**config.mk**
```make
export PLATFORM = sky130hd
export DESIGN_NAME = vscan_engine
export DESIGN_NICKNAME = d
export VERILOG_FILES = /design/src/rtl/vscan_pkg.sv /design/src/rtl/vscan_issue.sv /design/src/rtl/vscan_msb.sv /design/src/rtl/vscan_engine.sv
export SDC_FILE = /design/constraint.sdc
export NUM_CORES = 1
export LEC_CHECK = 0
export BUFFER_PORTS_ARGS = -buffer_cell sky130_fd_sc_hd__buf_2
export CORE_MARGIN = 4
export CORE_UTILIZATION = 60
export CTS_BUF_LIST = sky130_fd_sc_hd__clkbuf_4 sky130_fd_sc_hd__clkbuf_8
export DETAILED_ROUTE_END_ITERATION = 6
export PLACE_DENSITY = 0.85
export SLEW_MARGIN = 25
export SYNTH_ARGS = -nofsm -noshare
export SYNTH_HDL_FRONTEND = slang
export SYNTH_HIERARCHICAL = 1
export SYNTH_SLANG_ARGS = --single-unit
```
**constraint.sdc**
```tcl
create_clock -name clk -period 5.15 [get_ports clk]
set_input_delay 1.2875 -clock clk [delete_from_list [all_inputs] [get_ports clk]]
set_output_delay 1.2875 -clock clk [all_outputs]
set_load 0.01 [all_outputs]
```
**src/rtl/vscan_pkg.sv**
```systemverilog
package vscan_pkg;

   typedef enum logic {
      SCAN_CMP = 1'b0,
      SCAN_LOC = 1'b1
   } scan_mode_e;

   localparam int STATUS_W      = 16;
   localparam int ZERO_FLAG_BIT = 15;

   localparam logic [2:0] FLAG_GT = 3'b100;
   localparam logic [2:0] FLAG_LT = 3'b010;
   localparam logic [2:0] FLAG_EQ = 3'b001;

endpackage

```
**src/rtl/vscan_issue.sv**
```systemverilog
// Picks the vector being fetched and forms its RAM address and range test.
module vscan_issue #(
   parameter int ADDR_W = 11,
   parameter int LEN_W  = 9
) (
   input  logic              locate,
   input  logic              phase_b,
   input  logic [LEN_W-1:0]  idx,
   input  logic [ADDR_W-1:0] a_ptr,
   input  logic [ADDR_W-1:0] b_ptr,
   input  logic [LEN_W-1:0]  a_len,
   input  logic [LEN_W-1:0]  b_len,
   output logic [ADDR_W-1:0] addr,
   output logic              in_range
);
   logic              sel_b;
   logic [ADDR_W-1:0] base;
   logic [LEN_W-1:0]  lim;

   always_comb begin
      sel_b    = !locate && phase_b;
      base     = sel_b ? b_ptr : a_ptr;
      lim      = sel_b ? b_len : a_len;
      addr     = base + ADDR_W'(idx);
      in_range = idx < lim;
   end
endmodule

```
**src/rtl/vscan_msb.sv**
```systemverilog
// Position of the highest set bit of a word (0 when the word is zero).
module vscan_msb #(
   parameter int DATA_W = 32,
   parameter int IDX_W  = $clog2(DATA_W)
) (
   input  logic [DATA_W-1:0] word,
   output logic [IDX_W-1:0]  pos
);
   generate
      if (DATA_W == 1) begin : g_single
         assign pos = '0;
      end else begin : g_scan
         always_comb begin
            pos = '0;
            for (int i = 0; i < DATA_W; i++) begin
               if (word[i]) pos = IDX_W'(i);
            end
         end
      end
   endgenerate
endmodule

```
**src/rtl/vscan_engine.sv**
```systemverilog
module vscan_engine
   import vscan_pkg::*;
#(
   parameter int ADDR_W = 11,
   parameter int DATA_W = 32,
   parameter int LEN_W  = 9,
   localparam int IDX_W = (DATA_W > 1) ? $clog2(DATA_W) : 1
) (
   input  logic                clk,
   input  logic                rst_n,
   input  logic                start,
   input  logic                mode,
   input  logic                ms_one_en,
   input  logic [ADDR_W-1:0]   a_ptr,
   input  logic [ADDR_W-1:0]   b_ptr,
   input  logic [LEN_W-1:0]    a_len,
   input  logic [LEN_W-1:0]    b_len,
   output logic                mem_rd_en,
   output logic [ADDR_W-1:0]   mem_addr,
   input  logic [DATA_W-1:0]   mem_rdata,
   output logic                busy,
   output logic                done,
   output logic                err,
   output logic [2:0]          cmp_flags,
   output logic [STATUS_W-1:0] msw_status,
   output logic [IDX_W-1:0]    ms_bit
);

   generate
      if (ADDR_W < 2 || ADDR_W > ZERO_FLAG_BIT) begin : g_bad_addr
         $error("vscan_engine: ADDR_W must lie in 2..15");
      end
      if (DATA_W < 2) begin : g_bad_data
         $error("vscan_engine: DATA_W must be at least 2");
      end
      if (LEN_W < 1) begin : g_bad_len
         $error("vscan_engine: LEN_W must be at least 1");
      end
   endgenerate

   typedef enum logic {ST_IDLE, ST_RUN} state_e;

   state_e              st_q;
   scan_mode_e          mode_q;
   logic                msone_q;
   logic [ADDR_W-1:0]   ap_q, bp_q;
   logic [LEN_W-1:0]    al_q, bl_q;
   logic [LEN_W-1:0]    idx_q;
   logic                phase_q, issuing_q;
   // return-stage tags for the word arriving from RAM
   logic                pv_q, pz_q, pb_q, plast_q;
   logic [LEN_W-1:0]    pidx_q;
   logic [DATA_W-1:0]   a_hold_q;
   logic                done_q, err_q;
   logic [2:0]          cmp_q;
   logic [STATUS_W-1:0] msw_q;
   logic [IDX_W-1:0]    msb_q;

   scan_mode_e          mode_in;
   logic                ptr_bad;
   logic [LEN_W-1:0]    n_start;
   logic [ADDR_W-1:0]   iss_addr;
   logic                iss_in_range;
   logic                iss_last;
   logic [DATA_W-1:0]   word_w;
   logic [IDX_W-1:0]    word_msb;
   logic [STATUS_W-1:0] hit_status;

   always_comb begin
      mode_in = scan_mode_e'(mode);
      ptr_bad = a_ptr[0] || (mode_in == SCAN_CMP && b_ptr[0]);
      n_start = (mode_in == SCAN_CMP && b_len > a_len) ? b_len : a_len;
   end

   vscan_issue #(.ADDR_W(ADDR_W), .LEN_W(LEN_W)) i_issue (
      .locate   (mode_q == SCAN_LOC),
      .phase_b  (phase_q),
      .idx      (idx_q),
      .a_ptr    (ap_q),
      .b_ptr    (bp_q),
      .a_len    (al_q),
      .b_len    (bl_q),
      .addr     (iss_addr),
      .in_range (iss_in_range)
   );

   always_comb begin
      iss_last   = (idx_q == '0) && (mode_q == SCAN_LOC || phase_q);
      word_w     = pz_q ? '0 : mem_rdata;
      hit_status = '0;
      hit_status[ADDR_W-1:0] = ap_q + ADDR_W'(pidx_q);
   end

   vscan_msb #(.DATA_W(DATA_W), .IDX_W(IDX_W)) i_msb (
      .word (word_w),
      .pos  (word_msb)
   );

   assign mem_rd_en  = (st_q == ST_RUN) && issuing_q && iss_in_range;
   assign mem_addr   = iss_addr;
   assign busy       = (st_q == ST_RUN);
   assign done       = done_q;
   assign err        = err_q;
   assign cmp_flags  = cmp_q;
   assign msw_status = msw_q;
   assign ms_bit     = msb_q;

   always_ff @(posedge clk or negedge rst_n) begin
      if (!rst_n) begin
         st_q      <= ST_IDLE;
         mode_q    <= SCAN_CMP;
         msone_q   <= 1'b0;
         ap_q      <= '0;
         bp_q      <= '0;
         al_q      <= '0;
         bl_q      <= '0;
         idx_q     <= '0;
         phase_q   <= 1'b0;
         issuing_q <= 1'b0;
         pv_q      <= 1'b0;
         pz_q      <= 1'b0;
         pb_q      <= 1'b0;
         plast_q   <= 1'b0;
         pidx_q    <= '0;
         a_hold_q  <= '0;
         done_q    <= 1'b0;
         err_q     <= 1'b0;
         cmp_q     <= '0;
         msw_q     <= '0;
         msb_q     <= '0;
      end else begin
         done_q <= 1'b0;
         case (st_q)
            ST_IDLE: begin
               if (start) begin
                  if (ptr_bad) begin
                     done_q <= 1'b1;
                     err_q  <= 1'b1;
                  end else begin
                     mode_q  <= mode_in;
                     msone_q <= ms_one_en;
                     ap_q    <= a_ptr;
                     bp_q    <= b_ptr;
                     al_q    <= a_len;
                     bl_q    <= b_len;
                     phase_q <= 1'b0;
                     pv_q    <= 1'b0;
                     if (n_start == '0) begin
                        done_q <= 1'b1;
                        err_q  <= 1'b0;
                        if (mode_in == SCAN_CMP) begin
                           cmp_q <= FLAG_EQ;
                        end else begin
                           msw_q <= STATUS_W'(1) << ZERO_FLAG_BIT;
                           msb_q <= '0;
                        end
                     end else begin
                        st_q      <= ST_RUN;
                        issuing_q <= 1'b1;
                        idx_q     <= n_start - LEN_W'(1);
                     end
                  end
               end
            end
            ST_RUN: begin
               // tag the read issued this cycle
               pv_q    <= issuing_q;
               pz_q    <= !iss_in_range;
               pb_q    <= phase_q;
               plast_q <= iss_last;
               pidx_q  <= idx_q;
               if (issuing_q) begin
                  if (mode_q == SCAN_CMP && !phase_q) begin
                     phase_q <= 1'b1;
                  end else begin
                     phase_q <= 1'b0;
                     if (idx_q == '0) issuing_q <= 1'b0;
                     else             idx_q     <= idx_q - LEN_W'(1);
                  end
               end
               // consume the word returned for last cycle's read
               if (pv_q) begin
                  if (mode_q == SCAN_CMP) begin
                     if (!pb_q) begin
                        a_hold_q <= word_w;
                     end else if (a_hold_q != word_w || plast_q) begin
                        cmp_q     <= (a_hold_q > word_w) ? FLAG_GT :
                                     (a_hold_q < word_w) ? FLAG_LT : FLAG_EQ;
                        st_q      <= ST_IDLE;
                        issuing_q <= 1'b0;
                        pv_q      <= 1'b0;
                        done_q    <= 1'b1;
                        err_q     <= 1'b0;
                     end
                  end else if (word_w != '0 || plast_q) begin
                     if (word_w != '0) begin
                        msw_q <= hit_status;
                        msb_q <= msone_q ? word_msb : '0;
                     end else begin
                        msw_q <= STATUS_W'(1) << ZERO_FLAG_BIT;
                        msb_q <= '0;
                     end
                     st_q      <= ST_IDLE;
                     issuing_q <= 1'b0;
                     pv_q      <= 1'b0;
                     done_q    <= 1'b1;
                     err_q     <= 1'b0;
                  end
               end
            end
            default: st_q <= ST_IDLE;
         endcase
      end
   end

endmodule

```
==> key figures, run 1 <==
Setup path
  – Arrival @ worst endpoint: ~3400 ps
  – Worst Setup End Kind: primary output
  – Highest-delay cell along the critical path: dfrtp_1
  – Max incr delay on CP: approximately 450 ps
  – Worst Setup Start Kind: register
  – Crit. path cell count: 12
  – R2R depth: 11
  – Setup CP Type: reg -> out
  – Worst path top cell family by delay: compound AO/OA/AOI/OAI gates
  – CP Buf/Inv Count: 3
  – Worst EP required: between 3000 and 4000 ps
  – Critical Path Fanout Max: 20
  – Capturing point of the worst reg2reg path: pv_q$_DFFE_PN0P_
  – Critical Path End: mem_addr[10]
  – RR Startpoint: pz_q$_DFFE_PN0P_
  – CP startpoint: mode_q$_DFFE_PN0P_
  – Critical path, cell by cell: nor2b_2 > buf_4 > mux2_1 > ha_1 > inv_1 > fa_1 > nand3b_1 > a21oi_2 > o2111ai_1 > a21oi_1 > xnor2_1 > buf_2
  – R2R setup slack: around 1500 ps

Worst hold path
  – Worst Hold Class: reg -> reg

GRT
  – Initial antenna violation count: 0
  – Vias in the first global route: 6471
  – Largest net degree at the start of global routing: 64
  – Tot GR Track Use: 26.26%
  – Wire length of the first global-routing pass: 30860 um
  – Global route overflow: 0

Yosys
  – Sequential area share after synthesis: 38.41%
  – Seq cells post-synth: 121
  – FFs w/ async S/R, synth: 100.0%
  – Synth Instances: 818
  – Number of synthesized flops with an enable pin: 0
  – Distinct cells, synth: 76
  – Synth top area cells: dfrtp_1 38%, ha_1 11%, mux2_2 7.6%
  – Cell taking the most area after synthesis: dfrtp_1
  – Most used DFF post-synth: dfrtp_1
  – Warnings from Yosys: 6
  – Mapped Avg Cell Area: just under 10 um2
  – Post-Syn Area: 7883 um2
  – Top-area cell type share of the netlist area: 38.41%

STA
  – Clk_skew: 7.322 ps
  – Setup TNS: 0 ps
  – RSZ-0062 raised after global routing: no
  – Final Slew Violations: 0
  – Period utilization: between 90% and 100%
  – Slew HR: 41.40%
  – Final hold vios: 0
  – Period minus WS final: 4642 ps
  – Worst Max-Slew Pin Slew: 878.1 ps
  – Max Fclk: 0.2154 GHz
  – Setup violations, final: 0

Final layout
  – N_diodes: 0
  – Most frequent cells in the layout: 121 x dfrtp_1, 110 x buf_2, 93 x nand2_1, 69 x ha_1, 64 x inv_1
  – Final std cells w/o fill: about 1.1k
  – Most common cell after layout, fill and taps aside: dfrtp_1
  – Share of cells above drive strength 1: a little under a quarter
  – Layout area overhead: 14.03%
  – FILL cells: roughly 1k
  – Final net count: 1074

Power
  – Clock power frac: about 16%
  – Internal Power: around 3400 uW
  – Leakage power: 0.004497 uW
  – Power Dens Cells: 670.1 nW/um2
  – Sw frac: between 40% and 50%
  – Net Sw Power: ~2600 uW
  – VDD IR max: 0.3448 mV
  – Combinational power share: 55.1%
  – Reg power frac: 28.8%

Placement
  – Global placement routability congestion: around 0.90
  – I/O Buffers: around 110
  – DP Cell Count: 1079
  – Dpl hpwl: 14250 um

Run status
  – Outcome: completed

Drt
  – Final ANT Viol Nets: 0
  – Routed vias: approximately 6.5k
  – Drt total wl: roughly 19000 um
  – DRT iter0 DRCs: between 400 and 500
  – Drt first pass iters: 7
  – Vias/cell: 5.829
  – DR DRC count: 0
  – Average wire per standard cell: 16.82 um

CTS
  – Clk slew on worst S/H paths: 80 ps
  – CTS buffer count: 17
  – CTS Root Buffer Type: clkbuf_8
  – TritonCTS clock tree: built
  – Hold_buf cts: 0
  – Post-cts sizing count: 0
  – Clk sinks: 121
  – Clock H-tree levels: 4
  – Clk_lat worst skew: around 450 ps
  – Maximum clock path buffer count: 2
  – Post-CTS Setup Inserts: 0

Floorplanning
  – Die Span Y: approximately 120 um
  – Initial Utilization: 61.96%
  – CORE AREA: 12720 um2
  – IO Count: 116
  – Die Wd: 122.6 um
  – Rows: between 40 and 50
  – Die area: 15040 um2

Run
  – Max-Cap Viols: 0
[stage by stage]
stage	hold WS [ps]	setup slack (ps)	cell area (um2)	total power, uW	utilization, %
floorplan	456.3	1244	7894	4131	-
global placement	469.4	952.3	8528	4913	67.03
detailed placement	478.4	831.1	8528	5046	67.03
CTS	499.7	500.8	8979	6041	70.57
global route	513.6	336.2	8989	6534	70.65
finish	495.8	507.9	8989	6023	70.65
[cells by family after synthesis]
group | after synthesis | share of synthesized area, %
adder cells (fa/ha/maj) | 71 | 11.46
XOR/XNOR | 23 | 2.556
buffers and inverters | 95 | 5.397
flip-flops | 121 | 38.41
other | 1 | 0.04757
AO/OA/AOI/OAI | 201 | 17.30
multiplexers | 77 | 10.86
AND/OR/NAND/NOR | 229 | 13.97
[synthesized netlist by cell type (5+ instances only)]
master    count
dfrtp_1     121
o21ai_0      63
nor2_1       45
a21o_1       21
mux2_2       53
buf_6         5
xor2_1        7
nor2b_1       8
xnor2_1      16
nor3_1       10
nand3_1      18
nand4_1      14
ha_1         69
a21oi_1      37
buf_4         5
mux2i_1      15
clkbuf_1     16
a31oi_1       5
mux2_1        7
o21a_1        5
nor4_1       16
nand2_1      93
inv_1        64
o21bai_1      6
a22o_1       16
[worst reg2reg max path, stage by stage (launching register included)]
cell	delay (ps)
dfrtp_1	410
inv_1	650
nand2_1	280
ha_1	380
nand4_1	140
nor4_1	640
nand3_1	330
o21ai_0	240
o21ai_0	90
nand2_1	160
nand2_1	100
o21ai_0	150
[flip-flops by register name, summed over array words and instances, names as in the netlist, 3 cells and up]
register,flops
a_hold_q,32
al_q,9
ap_q,11
bl_q,9
bp_q,11
cmp_flags,3
idx_q,9
ms_bit,5
msw_status,12
pidx_q,9
[layout make-up]
| type | count | area [um2] | area share, % |
|---|---|---|---|
| Timing Repair Buffer | 116 | 595.6 | 6.626 |
| Clock buffer | 17 | 234.0 | 2.603 |
| Inverter | 65 | 244.0 | 2.714 |
| Sequential cell | 121 | 3028 | 33.69 |
| Tap cell | 172 | 215.2 | 2.394 |
| Clock inverter | 15 | 216.5 | 2.408 |
| Multi-Input combinational cell | 605 | 4456 | 49.57 |
[how the worst min path moves through the flow]
stage                              start                         to  cells after the start
2_1_floorplan   a_hold_q[10]$_DFFE_PN0P_   a_hold_q[10]$_DFFE_PN0P_                      2
3_3_place_gp    a_hold_q[16]$_DFFE_PN0P_   a_hold_q[16]$_DFFE_PN0P_                      2
3_5_place_dp    a_hold_q[16]$_DFFE_PN0P_   a_hold_q[16]$_DFFE_PN0P_                      2
4_1_cts         a_hold_q[16]$_DFFE_PN0P_   a_hold_q[16]$_DFFE_PN0P_                      2
5_1_grt        msw_status[7]$_DFFE_PN0P_  msw_status[7]$_DFFE_PN0P_                      1
6_report         a_hold_q[3]$_DFFE_PN0P_    a_hold_q[3]$_DFFE_PN0P_                      2
[power by group through the flow]
stage               Sequential, uW  Combinational (uW)  Clock, uW
CTS                           1730                3320        990
detailed placement            1750                3300          0
global placement              1730                3180          0
finish                        1740                3320        970
global route                  1790                3720       1030
floorplan                     1670                2460          0
[metal layers]
metal  part of all wire [%]  global-route usage, %  wire [um]  up-vias
met3                    5.7                  5.806       1063       26
met5                      0                      0          0        -
li1                       -                      -          -     3151
met2                     46                  41.15       8612      177
met4                    2.0                  9.377        369        0
met1                     46                  36.08       8637     3122
Note: power is estimated with default switching activity, not from simulation.
==> inputs of run 2 (changes only) <==
==> constraint.sdc (replaced) <==
create_clock -name clk -period 5.8 [get_ports clk]
set_input_delay 1.45 -clock clk [delete_from_list [all_inputs] [get_ports clk]]
set_output_delay 1.45 -clock clk [all_outputs]
set_load 0.01 [all_outputs]
==> key figures, run 2 (synthesis gave the netlist of run 1 again) <==
Final layout
  – Post-route cell area: 8976 um2 (was 8989 um2)
  – Most frequent cells in the layout: 121 x dfrtp_1, 110 x buf_2, 93 x nand2_1, 69 x ha_1, 64 x inv_1 (unchanged)
  – Final net count: 1073 (was 1074)
  – Footprint of the multi-input gates: 4456 um2 (unchanged)
  – N_diodes: 0 (unchanged)
  – Most flops, register: a_hold_q (unchanged)
  – Max reg flops: 32 (unchanged)
  – Layout area overhead: 13.87% (was 14.03%)
  – FILL cells: 995 (was 1001)
  – Share of cells above drive strength 1: 23.80% (was 23.96%)
  – Most common cell after layout, fill and taps aside: dfrtp_1 (unchanged)
  – Storage cell area: 3028 um2 (unchanged)

CTS
  – Maximum clock path buffer count: 2 (unchanged)
  – Clk slew on worst S/H paths: 70 ps (was 80 ps)
  – CTS Root Buffer Type: clkbuf_8 (unchanged)
  – Clock H-tree levels: 4 (unchanged)
  – Clk sinks: 121 (unchanged)
  – CTS buffer count: 17 (unchanged)
  – Post-cts sizing count: 0 (unchanged)
  – Post-CTS Setup Inserts: 0 (unchanged)
  – Hold_buf cts: 0 (unchanged)
  – TritonCTS clock tree: built (unchanged)
  – Clk_lat worst skew: 460 ps (was 450 ps)

Drt
  – Routed vias: 6592 (was 6476)
  – Drt first pass iters: 5 (was 7)
  – Vias/cell: 5.944 (was 5.829)
  – Average wire per standard cell: 17.06 um (was 16.82 um)
  – Drt total wl: 18920 um (was 18680 um)
  – Final ANT Viol Nets: 0 (unchanged)
  – DRT iter0 DRCs: 540 (was 423)
  – DR DRC count: 0 (unchanged)

STA
  – Final Slew Violations: 0 (unchanged)
  – Slew HR: 39.31% (was 41.40%)
  – Worst Max-Slew Pin Slew: 909.4 ps (was 878.1 ps)
  – Max Fclk: 0.2014 GHz
  – Period utilization: 85.59%
  – Clk_skew: 6.911 ps (was 7.322 ps)
  – Setup violations, final: 0 (unchanged)
  – RSZ-0062 raised after global routing: no (unchanged)
  – Period minus WS final: 4964 ps
  – Final hold vios: 0 (unchanged)
  – Setup TNS: 0 ps (unchanged)

Placement
  – I/O Buffers: 111 (unchanged)
  – Dpl hpwl: 14260 um (was 14250 um)
  – Global placement routability congestion: 0.9165 (was 0.8964)
  – Area of placed instances: 8528 um2 (unchanged)

Setup path
  – Worst EP required: 4350 ps (was 3860 ps)
  – Setup CP Type: reg -> out (unchanged)
  – Arrival @ worst endpoint: 3510 ps (was 3350 ps)
  – Worst Setup End Kind: primary output (unchanged)
  – Worst Setup Start Kind: register (unchanged)
  – Critical Path Fanout Max: 12 (was 20)

Floorplanning
  – IO Count: 116 (unchanged)
  – Die area: 15040 um2 (unchanged)
  – CORE AREA: 12720 um2 (unchanged)
  – Rows: 41 (unchanged)
  – Die Wd: 122.6 um (unchanged)
  – Initial Utilization: 61.96% (unchanged)
  – Die Span Y: 122.6 um (unchanged)

Power
  – Power Dens Cells: 594.8 nW/um2 (was 670.1 nW/um2)
  – Leakage power: 0.004489 uW (was 0.004497 uW)
  – VDD IR max: 0.2616 mV (was 0.3448 mV)

GRT
  – Tot GR Track Use: 26.41% (was 26.26%)
  – Largest net degree at the start of global routing: 68 (was 64)
  – Initial antenna violation count: 0 (unchanged)
  – Vias in the first global route: 6368 (was 6471)
  – Global route overflow: 0 (unchanged)
  – Wire length of the first global-routing pass: 31010 um (was 30860 um)

Worst hold path
  – Worst Hold Class: reg -> reg (unchanged)

Run
  – Max-Cap Viols: 0 (unchanged)

Run status
  – Outcome: completed (unchanged)
==> run 2: metal layers <==
layer  up-vias  track usage, %  share of wire, %
met2       245           40.47                46
met4         0           9.867               2.2
met3        41           6.452               7.2
li1       3153               -                 -
met5         -               0                 0
met1      3153           36.55                45
==> run 2: final timing paths <==
| path | endpoint | cells after the start | slack, ps | start |
|---|---|---|---|---|
| max in group asynchronous | al_q[4]$_DFFE_PN0P_ | 2 | 3730 | rst_n |
| min in group asynchronous | a_hold_q[20]$_DFFE_PN0P_ | 1 | 900 | rst_n |
| worst max-delay path | mem_addr[10] | 11 | 840 | mode_q$_DFFE_PN0P_ |
| worst min register to register | a_hold_q[3]$_DFFE_PN0P_ | 2 | 490 | a_hold_q[3]$_DFFE_PN0P_ |
| worst min-delay path | a_hold_q[3]$_DFFE_PN0P_ | 2 | 490 | a_hold_q[3]$_DFFE_PN0P_ |
| worst max register to register | pv_q$_DFFE_PN0P_ | 11 | 2110 | pz_q$_DFFE_PN0P_ |
==> run 2: report_power, final <==
group / switching (uW) / total [uW] / internal (uW)
clock: 347 / 847 / 499
sequential: 317 / 1550 / 1230
combinational: 1610 / 2940 / 1330
total: 2280 / 5340 / 3060
==> run 2: cell type report <==
cell class / instances / area share [%]
multi-input cells: 605 / 49.64
flip-flops and latches: 121 / 33.73
repair buffers: 115 / 6.551
clock buffers: 20 / 3.067
inverters: 65 / 2.718
well taps: 172 / 2.398
clock inverters: 11 / 1.896
==> run 2: worst max-delay path: stages, from the launching register on <==
cell,delay [ps]
dfrtp_1,450
nor2b_2,620
mux2_1,280
ha_1,180
inv_1,60
fa_1,390
nand3b_1,230
a21oi_2,230
o2111ai_1,130
a21oi_1,200
xnor2_1,140
buf_2,160
==> run 2: stage by stage <==
stage	power, uW	setup WS [ps]	hold WS [ps]	utilization, %	std cells
after floorplan	3668	1731	456.3	-	821
after global placement	4360	1333	470.0	66.97	1078
after detailed placement	4458	1165	479.1	67.03	1078
after CTS	5336	841.1	496.0	70.54	1109
after global routing	5780	685.4	513.9	70.55	1109
final	5339	835.9	492.9	70.55	1109
